**config.mk**
```make
export PLATFORM = sky130hd
export DESIGN_NAME = pattern_out_reg
export DESIGN_NICKNAME = d
export VERILOG_FILES = /design/src/rtl/tpo_pkg.sv /design/src/rtl/tpo_group.sv /design/src/rtl/tpo_bus_map.sv /design/src/rtl/pattern_out_reg.sv
export SDC_FILE = /design/constraint.sdc
export NUM_CORES = 1
export LEC_CHECK = 0
export BUFFER_PORTS_ARGS = -buffer_cell sky130_fd_sc_hd__buf_2
export CORE_ASPECT_RATIO = 1.5
export CORE_UTILIZATION = 50
export CTS_CLUSTER_DIAMETER = 120
export DETAILED_ROUTE_END_ITERATION = 8
export GPL_TIMING_DRIVEN = 0
export PLACE_DENSITY = 0.75
export SLEW_MARGIN = 20
export SYNTH_ARGS = -nofsm -noshare
export SYNTH_HDL_FRONTEND = slang
export SYNTH_SLANG_ARGS = --single-unit
```
**constraint.sdc**
```tcl
create_clock -name clk -period 1.8 [get_ports clk]
set_input_delay 0.09 -clock clk [delete_from_list [all_inputs] [get_ports clk]]
set_output_delay 0.09 -clock clk [all_outputs]
set_load 0.005 [all_outputs]
```
**src/rtl/tpo_pkg.sv**
```systemverilog
package tpo_pkg;
  localparam int GRP_W  = 4;
  localparam int BYTE_W = 8;

  function automatic int bytes_for(input int nbits);
    return (nbits + BYTE_W - 1) / BYTE_W;
  endfunction
endpackage

```
**src/rtl/tpo_group.sv**
```systemverilog
// One group of four pattern bits: staged value, enables, output and trigger select.
module tpo_group
  import tpo_pkg::*;
#(
  parameter int NCH  = 4,
  parameter int SELW = 2,
  parameter logic [SELW-1:0] SEL_RST = '1
) (
  input  logic             clk,
  input  logic             rst_n,
  input  logic             hw_stby,
  input  logic             trig_ok,
  input  logic [NCH-1:0]   cm,
  input  logic [GRP_W-1:0] ndr_we,
  input  logic [GRP_W-1:0] ndr_wd,
  input  logic [GRP_W-1:0] en_we,
  input  logic [GRP_W-1:0] en_wd,
  input  logic [GRP_W-1:0] out_we,
  input  logic [GRP_W-1:0] out_wd,
  input  logic             sel_we,
  input  logic [SELW-1:0]  sel_wd,
  output logic [GRP_W-1:0] ndr_q,
  output logic [GRP_W-1:0] en_q,
  output logic [GRP_W-1:0] out_q,
  output logic [SELW-1:0]  sel_q
);
  logic fire;
  assign fire = trig_ok && cm[sel_q];

  always_ff @(posedge clk or negedge rst_n) begin
    if (!rst_n) sel_q <= SEL_RST;
    else if (sel_we) sel_q <= sel_wd;
  end

  for (genvar j = 0; j < GRP_W; j++) begin : g_bit
    always_ff @(posedge clk or negedge rst_n) begin
      if (!rst_n) begin
        ndr_q[j] <= 1'b0;
        en_q[j]  <= 1'b0;
        out_q[j] <= 1'b0;
      end else begin
        if (ndr_we[j]) ndr_q[j] <= ndr_wd[j];
        if (hw_stby) en_q[j] <= 1'b0;
        else if (en_we[j]) en_q[j] <= en_wd[j];
        // trigger transfer uses the staged value before any same-cycle write
        if (fire && en_q[j]) out_q[j] <= ndr_q[j];
        else if (out_we[j]) out_q[j] <= out_wd[j];
      end
    end
  end
endmodule

```
**src/rtl/tpo_bus_map.sv**
```systemverilog
// Register-port decode: per-bit write strobes and the read-back mux.
module tpo_bus_map
  import tpo_pkg::*;
#(
  parameter int NGROUPS = 3,
  parameter int SELW    = 2,
  parameter int AW      = 4
) (
  input  logic                     bus_wr,
  input  logic [AW-1:0]            bus_addr,
  input  logic [BYTE_W-1:0]        bus_wdata,
  input  logic [GRP_W*NGROUPS-1:0] ndr_q,
  input  logic [GRP_W*NGROUPS-1:0] en_q,
  input  logic [GRP_W*NGROUPS-1:0] out_q,
  input  logic [SELW*NGROUPS-1:0]  sel_q,
  output logic [GRP_W*NGROUPS-1:0] ndr_we,
  output logic [GRP_W*NGROUPS-1:0] en_we,
  output logic [GRP_W*NGROUPS-1:0] out_we,
  output logic [GRP_W*NGROUPS-1:0] bit_wd,
  output logic [NGROUPS-1:0]       sel_we,
  output logic [SELW*NGROUPS-1:0]  sel_wd,
  output logic [BYTE_W-1:0]        bus_rdata
);
  localparam int NBITS     = GRP_W * NGROUPS;
  localparam int NBYTES    = bytes_for(NBITS);
  localparam int NDR_BASE  = 0;
  localparam int EN_BASE   = NBYTES;
  localparam int OUT_BASE  = 2 * NBYTES;
  localparam int TSEL_BASE = 3 * NBYTES;

  for (genvar i = 0; i < NBITS; i++) begin : g_bit
    assign ndr_we[i] = bus_wr && (bus_addr == AW'(NDR_BASE + i / BYTE_W));
    assign en_we[i]  = bus_wr && (bus_addr == AW'(EN_BASE + i / BYTE_W));
    assign out_we[i] = bus_wr && (bus_addr == AW'(OUT_BASE + i / BYTE_W));
    assign bit_wd[i] = bus_wdata[i % BYTE_W];
  end

  // select fields never straddle a byte because SELW divides the byte width
  for (genvar g = 0; g < NGROUPS; g++) begin : g_sel
    assign sel_we[g] = bus_wr && (bus_addr == AW'(TSEL_BASE + (g * SELW) / BYTE_W));
    assign sel_wd[g*SELW +: SELW] = bus_wdata[(g*SELW) % BYTE_W +: SELW];
  end

  always_comb begin
    bus_rdata = '1;
    for (int i = 0; i < NBITS; i++) begin
      if (bus_addr == AW'(NDR_BASE + i / BYTE_W)) bus_rdata[i % BYTE_W] = ndr_q[i];
      if (bus_addr == AW'(EN_BASE + i / BYTE_W))  bus_rdata[i % BYTE_W] = en_q[i];
      if (bus_addr == AW'(OUT_BASE + i / BYTE_W)) bus_rdata[i % BYTE_W] = out_q[i];
    end
    for (int k = 0; k < SELW * NGROUPS; k++) begin
      if (bus_addr == AW'(TSEL_BASE + k / BYTE_W)) bus_rdata[k % BYTE_W] = sel_q[k];
    end
  end
endmodule

```
**src/rtl/pattern_out_reg.sv**
```systemverilog
module pattern_out_reg
  import tpo_pkg::*;
#(
  parameter int NGROUPS = 3,
  parameter int NCH     = 4,
  parameter int AW      = 4
) (
  input  logic                     clk,
  input  logic                     rst_n,
  input  logic                     bus_wr,
  input  logic [AW-1:0]            bus_addr,
  input  logic [BYTE_W-1:0]        bus_wdata,
  output logic [BYTE_W-1:0]        bus_rdata,
  input  logic [NCH-1:0]           cm_pulse,
  input  logic                     hw_stby,
  input  logic                     sw_stby,
  output logic [GRP_W*NGROUPS-1:0] pat_out
);
  localparam int NBITS = GRP_W * NGROUPS;
  localparam int SELW  = $clog2(NCH);

  logic [NBITS-1:0]        ndr_q, en_q, out_q;
  logic [NBITS-1:0]        ndr_we, en_we, out_we, bit_wd;
  logic [NGROUPS-1:0]      sel_we;
  logic [SELW*NGROUPS-1:0] sel_wd, sel_q;
  logic                    trig_ok;

  assign trig_ok = !sw_stby && !hw_stby;
  assign pat_out = out_q;

  tpo_bus_map #(.NGROUPS(NGROUPS), .SELW(SELW), .AW(AW)) u_map (
    .bus_wr(bus_wr), .bus_addr(bus_addr), .bus_wdata(bus_wdata),
    .ndr_q(ndr_q), .en_q(en_q), .out_q(out_q), .sel_q(sel_q),
    .ndr_we(ndr_we), .en_we(en_we), .out_we(out_we), .bit_wd(bit_wd),
    .sel_we(sel_we), .sel_wd(sel_wd), .bus_rdata(bus_rdata)
  );

  for (genvar g = 0; g < NGROUPS; g++) begin : g_grp
    tpo_group #(.NCH(NCH), .SELW(SELW), .SEL_RST(SELW'(NCH - 1))) u_grp (
      .clk(clk), .rst_n(rst_n), .hw_stby(hw_stby), .trig_ok(trig_ok),
      .cm(cm_pulse),
      .ndr_we(ndr_we[g*GRP_W +: GRP_W]), .ndr_wd(bit_wd[g*GRP_W +: GRP_W]),
      .en_we(en_we[g*GRP_W +: GRP_W]),   .en_wd(bit_wd[g*GRP_W +: GRP_W]),
      .out_we(out_we[g*GRP_W +: GRP_W]), .out_wd(bit_wd[g*GRP_W +: GRP_W]),
      .sel_we(sel_we[g]), .sel_wd(sel_wd[g*SELW +: SELW]),
      .ndr_q(ndr_q[g*GRP_W +: GRP_W]), .en_q(en_q[g*GRP_W +: GRP_W]),
      .out_q(out_q[g*GRP_W +: GRP_W]), .sel_q(sel_q[g*SELW +: SELW])
    );
  end
endmodule

```
* Word level (Yosys, flattened, before mapping)
Cells that the tools add are included.
Cells by class: multiplexer cells 96, equality and inequality tests 6, reduce and logical (&&, ||, !) cells 40, magnitude comparators 3
Operators with widths (number):
- $mux 1 | 93
- $reduce_bool 2->1 | 14
- $logic_and 1x1->1 | 23
- $eq 4x3->1 const B | 3
- $lt 2x3->1 const B | 3
- $eq 4x2->1 const B | 2
- $bmux 1 s2 | 3
- $eq 4x1->1 const B | 1
- $logic_not 4->1 | 1
- $logic_not 1->1 | 2
Word-level totals: bits of input ports 21, word-level logic and storage cells 184, register bits 42

* Logic depth before layout (Yosys ltp)
word-level depth 8, gate-level depth with buffers 6, mapped depth without buffers 4

* Cells and area by module
A second synthesis with hierarchy kept.
Unflattened totals: cells, all modules 270, area, all modules 2862.7 um^2
Modules (own cells, without submodules):
- tpo_group | sequential area each 352.8 um^2, cells an instance 51, area an instance 664.4 um^2, instances 3
- tpo_bus_map | sequential area each 0.0 um^2, cells an instance 116, area an instance 865.8 um^2, instances 1
- pattern_out_reg | sequential area each 0.0 um^2, cells an instance 1, area an instance 3.8 um^2, instances 1

* Least setup slack after synthesis
OpenSTA, ideal clock, no wires.
path type reg2reg, start point register g_grp[1].u_grp.sel_q[0], end point register g_grp[1].u_grp.out_q[0], data arrival time 1572 ps, data required time 1675 ps, setup slack 104 ps, clock period less this slack 1696 ps, cell stages (with the launch flop) 5, cell sequence dfstp_2 > mux4_2 > and2_1 > nand2_1 > mux2_2
On the way: cells in the longest elaborated chain, start to end 5
Ends and longest elaborated chain:
- start: declaration | RTL line tpo_group.sv:25 | output logic [SELW-1:0] sel_q
- start signal: assignment | RTL line tpo_group.sv:32 | else if (sel_we) sel_q <= sel_wd;
- $bmux 1 s2 (*) | RTL line tpo_group.sv:28 | assign fire = trig_ok && cm[sel_q];
- $mux 1 (implied by the code) (*) | RTL line tpo_group.sv:28
- $logic_and 1x1->1 (*) | RTL line tpo_group.sv:28
- $logic_and 1x1->1 (*) | RTL line tpo_group.sv:46 | if (fire && en_q[j]) out_q[j] <= ndr_q[j];
- $mux 1 / $reduce_bool 2->1 (equally long branches)
- end signal: indexed assignment | RTL line tpo_group.sv:46
- end signal: indexed assignment | RTL line tpo_group.sv:47 | else if (out_we[j]) out_q[j] <= out_wd[j];
- end: declaration | RTL line tpo_group.sv:24 | output logic [GRP_W-1:0] out_q,
Every way passes the cells marked *; elsewhere a longest branch is shown, timed or not. The select of a mux whose other input is x is not followed. A chain may end at the register's enable or synchronous reset.

* Final worst setup path
start point register g_grp[2].u_grp.sel_q[0], end point register g_grp[2].u_grp.out_q[3]
On the way: cells in the longest elaborated chain, start to end 5
Ends and longest elaborated chain (RTL line):
- start: declaration | tpo_group.sv:25
- start signal: assignment | tpo_group.sv:32
- $bmux 1 s2 (*) | tpo_group.sv:28
- $mux 1 (implied by the code) (*) | tpo_group.sv:28
- $logic_and 1x1->1 (*) | tpo_group.sv:28
- $logic_and 1x1->1 (*) | tpo_group.sv:46
- $mux 1 / $reduce_bool 2->1 (equally long branches)
- end signal: indexed assignment | tpo_group.sv:46
- end signal: indexed assignment | tpo_group.sv:47
- end: declaration | tpo_group.sv:24
Marks and branches as above.

==> results.md <==
- Cell Count Post-Placement: 310
- Filler cells: 403
- Total die area: 0.00502 mm²
- Final Instance Area: 0.00277 mm²
- CP required: 1990 ps
- Fin. max-slew vios: 0
- Net switching power: 721 µW
- Detailed-route wire length per cell: 17.4 µm
- End of the worst register-to-register path: g_grp[2].u_grp.out_q[3]$_DFFE_PN0P_
- Worst Max-Slew Pin Slew: 944 ps
- H-tree depth: 2
- Number of flops mapped to enable cells by yosys: 0
- Clock tree sinks: 42
- Clock edge transition at the registers on the reported setup and hold paths: 90 ps
- Share of the clock period used by the worst path after layout: 97.1%
- Sum of internal, switching and leakage power: 2.48 mW
- Port-buffer cells: 36
- Source of the worst register-to-register timing path: g_grp[2].u_grp.sel_q[0]$_DFFE_PN1P_
- Placer Congestion: 0.841
- First-pass GRT wire length: 9170 µm
- Clock Skews: 9.07 ps
- Initial core utilization: 52.1%
- Count of boundary I/O pins: 41
- Shortest clock period the worst path allows after layout: 1750 ps
- Synth warnings: 0
- Antenna cell count: 0
- Via count of the first global-routing pass: 1881
- Startpoint kind of the worst setup timing path: flop
- Vertical extent of the die: 86.3 µm
- Worst setup path class: flop to flop
- Floorplan row count: 30
- First element of the critical path: g_grp[2].u_grp.sel_q[0]$_DFFE_PN1P_
- Combinational power share: 24.3%
- Largest fanout on the critical path: 4
- Violation count after the first detailed-route iteration: 71
- Die width: 58.2 µm
- Cells on Worst Hold Path: 2
- Number of standard cells after synthesis: 210
- TritonCTS buffer count: 5
- Combined buffer and inverter count along the critical path: 0
- Area fraction of the dominant cell type after synthesis: 38.1%
- Top flip-flop cell by instance count after synthesis: dfrtp_1
- Layout overhead on the synthesized area: 17.1%
- Final hold violation count: 0
- Power density normalized to cell area: 896 mW/mm²
- Residual antenna-violating net count after detailed routing: 0
- Synth cell types: 40
- TritonCTS clock tree: built
- Relative slew slack: 37.0%
- Static Leak: 1.31 nW
- Cell-by-cell trace of the critical path: mux4_2, and2_4, nand2_1, mux2_2
- Via count: 1837
- Number of maximum-capacitance violations: 0
- Highest Clock Rate: 572 MHz
- Most frequent cell after synthesis: dfrtp_1
- Clock Root Buffer: clkbuf_8
- Post-synthesis sequential area ratio: 44.7%
- Number of DRC violations after detailed routing: 0
- Top cell family by delay on the critical path: multiplexers
- Iteration count of the initial detailed-routing pass: 5
- Vias per cell: 5.70
- Highest ir drop seen on vdd: 0.000588 V
- Share of layout cells above drive strength 1: 41.5%
- Clock Tree Buf Depth: 2
- Sort of element at the end of the critical path: flop
- CP max stage delay: 560 ps
- All-layer global routing usage: 24.6%
- Part of the power in the clock network: 24.5%
- Sw Ratio: 29.0%
- Internal: 1.76 mW
- Placed cell areas: 0.00263 mm²
- Synthesized flop and latch total: 42
- Arrival time at the worst endpoint: 1940 ps
- Reg2reg setup slack: 50 ps
- Mean area per synthesized cell: 11.3 µm²
- Ranking of synthesized cells by instance count: dfrtp_1, mux2_2, nor2_1, nand2_1, mux2i_1
- Total of endpoints with negative setup slack in the final report: 0
- Syn nets: 231
- Number of antenna violations at the first check in global routing: 0
- Largest cells by area after synthesis: dfrtp_1, mux2_2, mux2i_1
- Number of standard cells in the layout, taps in and fillers out: 322
- Worst r2r path cells: 4
- Unrepaired setup endpoints after global routing: true
- Aggregate global routing overflow: 0
- Synthesized area: 0.00237 mm²
- Source of the worst hold timing path: bus_wdata[7]
- Part of the total power dissipated in sequential elements: 51.2%
- Capture endpoint of the worst hold path: g_grp[1].u_grp.ndr_q[3]$_DFFE_PN0P_
- Worst hold slack after final layout: 56.2 ps
- Slowest-stage cell, CP: dfstp_2
- Library cell occupying the most area in the post-synthesis netlist: dfrtp_1
- Layout Utilization: 61.0%
- Pin count of the biggest net entering global routing: 43
- Estimated wirelength of the detail-placed design: 4130 µm
- Routed wire length: 5610 µm
- Source-to-sink clock delay at the later pin of the worst-skew pair: 300 ps
- Proportion of synthesized flip-flops having asynchronous set or reset: 100%
- NumNets Final: 278
- Std-Cell Core Area: 0.00454 mm²
- Worst hold path class: input port to flop
- Result of the run: finished clean
==> final cells by class <==
| class | instances | area, µm² | share of cell area, % |
|---|---|---|---|
| Timing Repair Buffer | 40 | 215 | 7.76 |
| Buffer | 10 | 55.1 | 1.99 |
| Sequential cell | 42 | 1060 | 38.2 |
| Multi-Input combinational cell | 156 | 1270 | 45.7 |
| Tap cell | 64 | 80.1 | 2.89 |
| Clock buffer | 5 | 68.8 | 2.48 |
| Inverter | 2 | 7.51 | 0.271 |
| Clock inverter | 3 | 21.3 | 0.767 |
==> logic make-up after synthesis <==
group                  after synthesis  share of synthesized area (%)
and+or+nand+nor                     63                           13.7
buffers and inverters               12                           2.64
DFF                                 42                           44.7
AOI/OAI and AO/OA                   30                           8.35
muxes                               63                           30.5
==> layer usage <==
| metal | wire length (µm) | share of wire, % | vias up | GRT usage (%) |
|---|---|---|---|---|
| met4 | 65 | 1.2 | 0 | 7.36 |
| met1 | 2190 | 39 | 913 | 28.8 |
| li1 | - | - | 863 | - |
| met2 | 3140 | 56 | 55 | 45.6 |
| met3 | 212 | 3.8 | 6 | 3.58 |
| met5 | 0 | 0 | - | 0 |
==> worst reg2reg max path: stages, from the launching register on <==
cell and delay [ps]:
dfstp_2 560, mux4_2 490, and2_4 200, nand2_1 80, mux2_2 320
==> cell usage in the layout (no fill, tap or decap), types with 3 or more instances in the layout <==
master / count
a21oi_1: 3
and2_4: 3
buf_2: 41
buf_4: 3
clkbuf_1: 3
clkbuf_8: 5
dfrtp_1: 36
dfstp_2: 6
mux2_1: 12
mux2_2: 30
mux2i_1: 16
mux4_2: 3
nand2_1: 17
nand2_2: 3
nor2_1: 20
o21ai_0: 7
o22ai_1: 7
o31ai_1: 3
==> through the flow <==
step | worst slack (ps) | TNS, ps
2_1_floorplan | 104 | 0
3_3_place_gp | -7.94 | -16.7
3_5_place_dp | -20.5 | -118
4_1_cts | 41.0 | 0
5_1_grt | -11.0 | -16.2
6_report | 52.4 | 0
==> worst max-delay path by stage <==
stage	cells past startpoint	end	slack, ps
2_1_floorplan	4	g_grp[1].u_grp.out_q[0]$_DFFE_PN0P_	100
3_3_place_gp	4	g_grp[1].u_grp.out_q[0]$_DFFE_PN0P_	-8
3_5_place_dp	4	g_grp[0].u_grp.out_q[2]$_DFFE_PN0P_	-20
4_1_cts	4	g_grp[2].u_grp.out_q[0]$_DFFE_PN0P_	40
5_1_grt	4	g_grp[2].u_grp.out_q[3]$_DFFE_PN0P_	-10
6_report	4	g_grp[2].u_grp.out_q[3]$_DFFE_PN0P_	50
==> registers in the layout, indices dropped and copies added, names as in the netlist <==
| name | count |
|---|---|
| g_grp.u_grp.ndr_q | 12 |
| g_grp.u_grp.out_q | 12 |
| g_grp.u_grp.en_q | 12 |
| g_grp.u_grp.sel_q | 6 |
==> what timing repair did <==
action                     CTS  global route
setup endpoints to repair   12             3
gates resized for setup      6             4
buffers inserted             2             0
hold buffers                 2             0
hold endpoints to repair    38             0
==> power by group through the flow <==
stage / Sequential, mW / Clock [mW] / Combinational, mW
2_1_floorplan: 1.26 / 0 / 0.369
3_3_place_gp: 1.29 / 0 / 0.553
3_5_place_dp: 1.30 / 0 / 0.568
4_1_cts: 1.27 / 0.625 / 0.598
5_1_grt: 1.30 / 0.653 / 0.666
6_report: 1.27 / 0.608 / 0.603
Power figures use the tool's default switching activity.
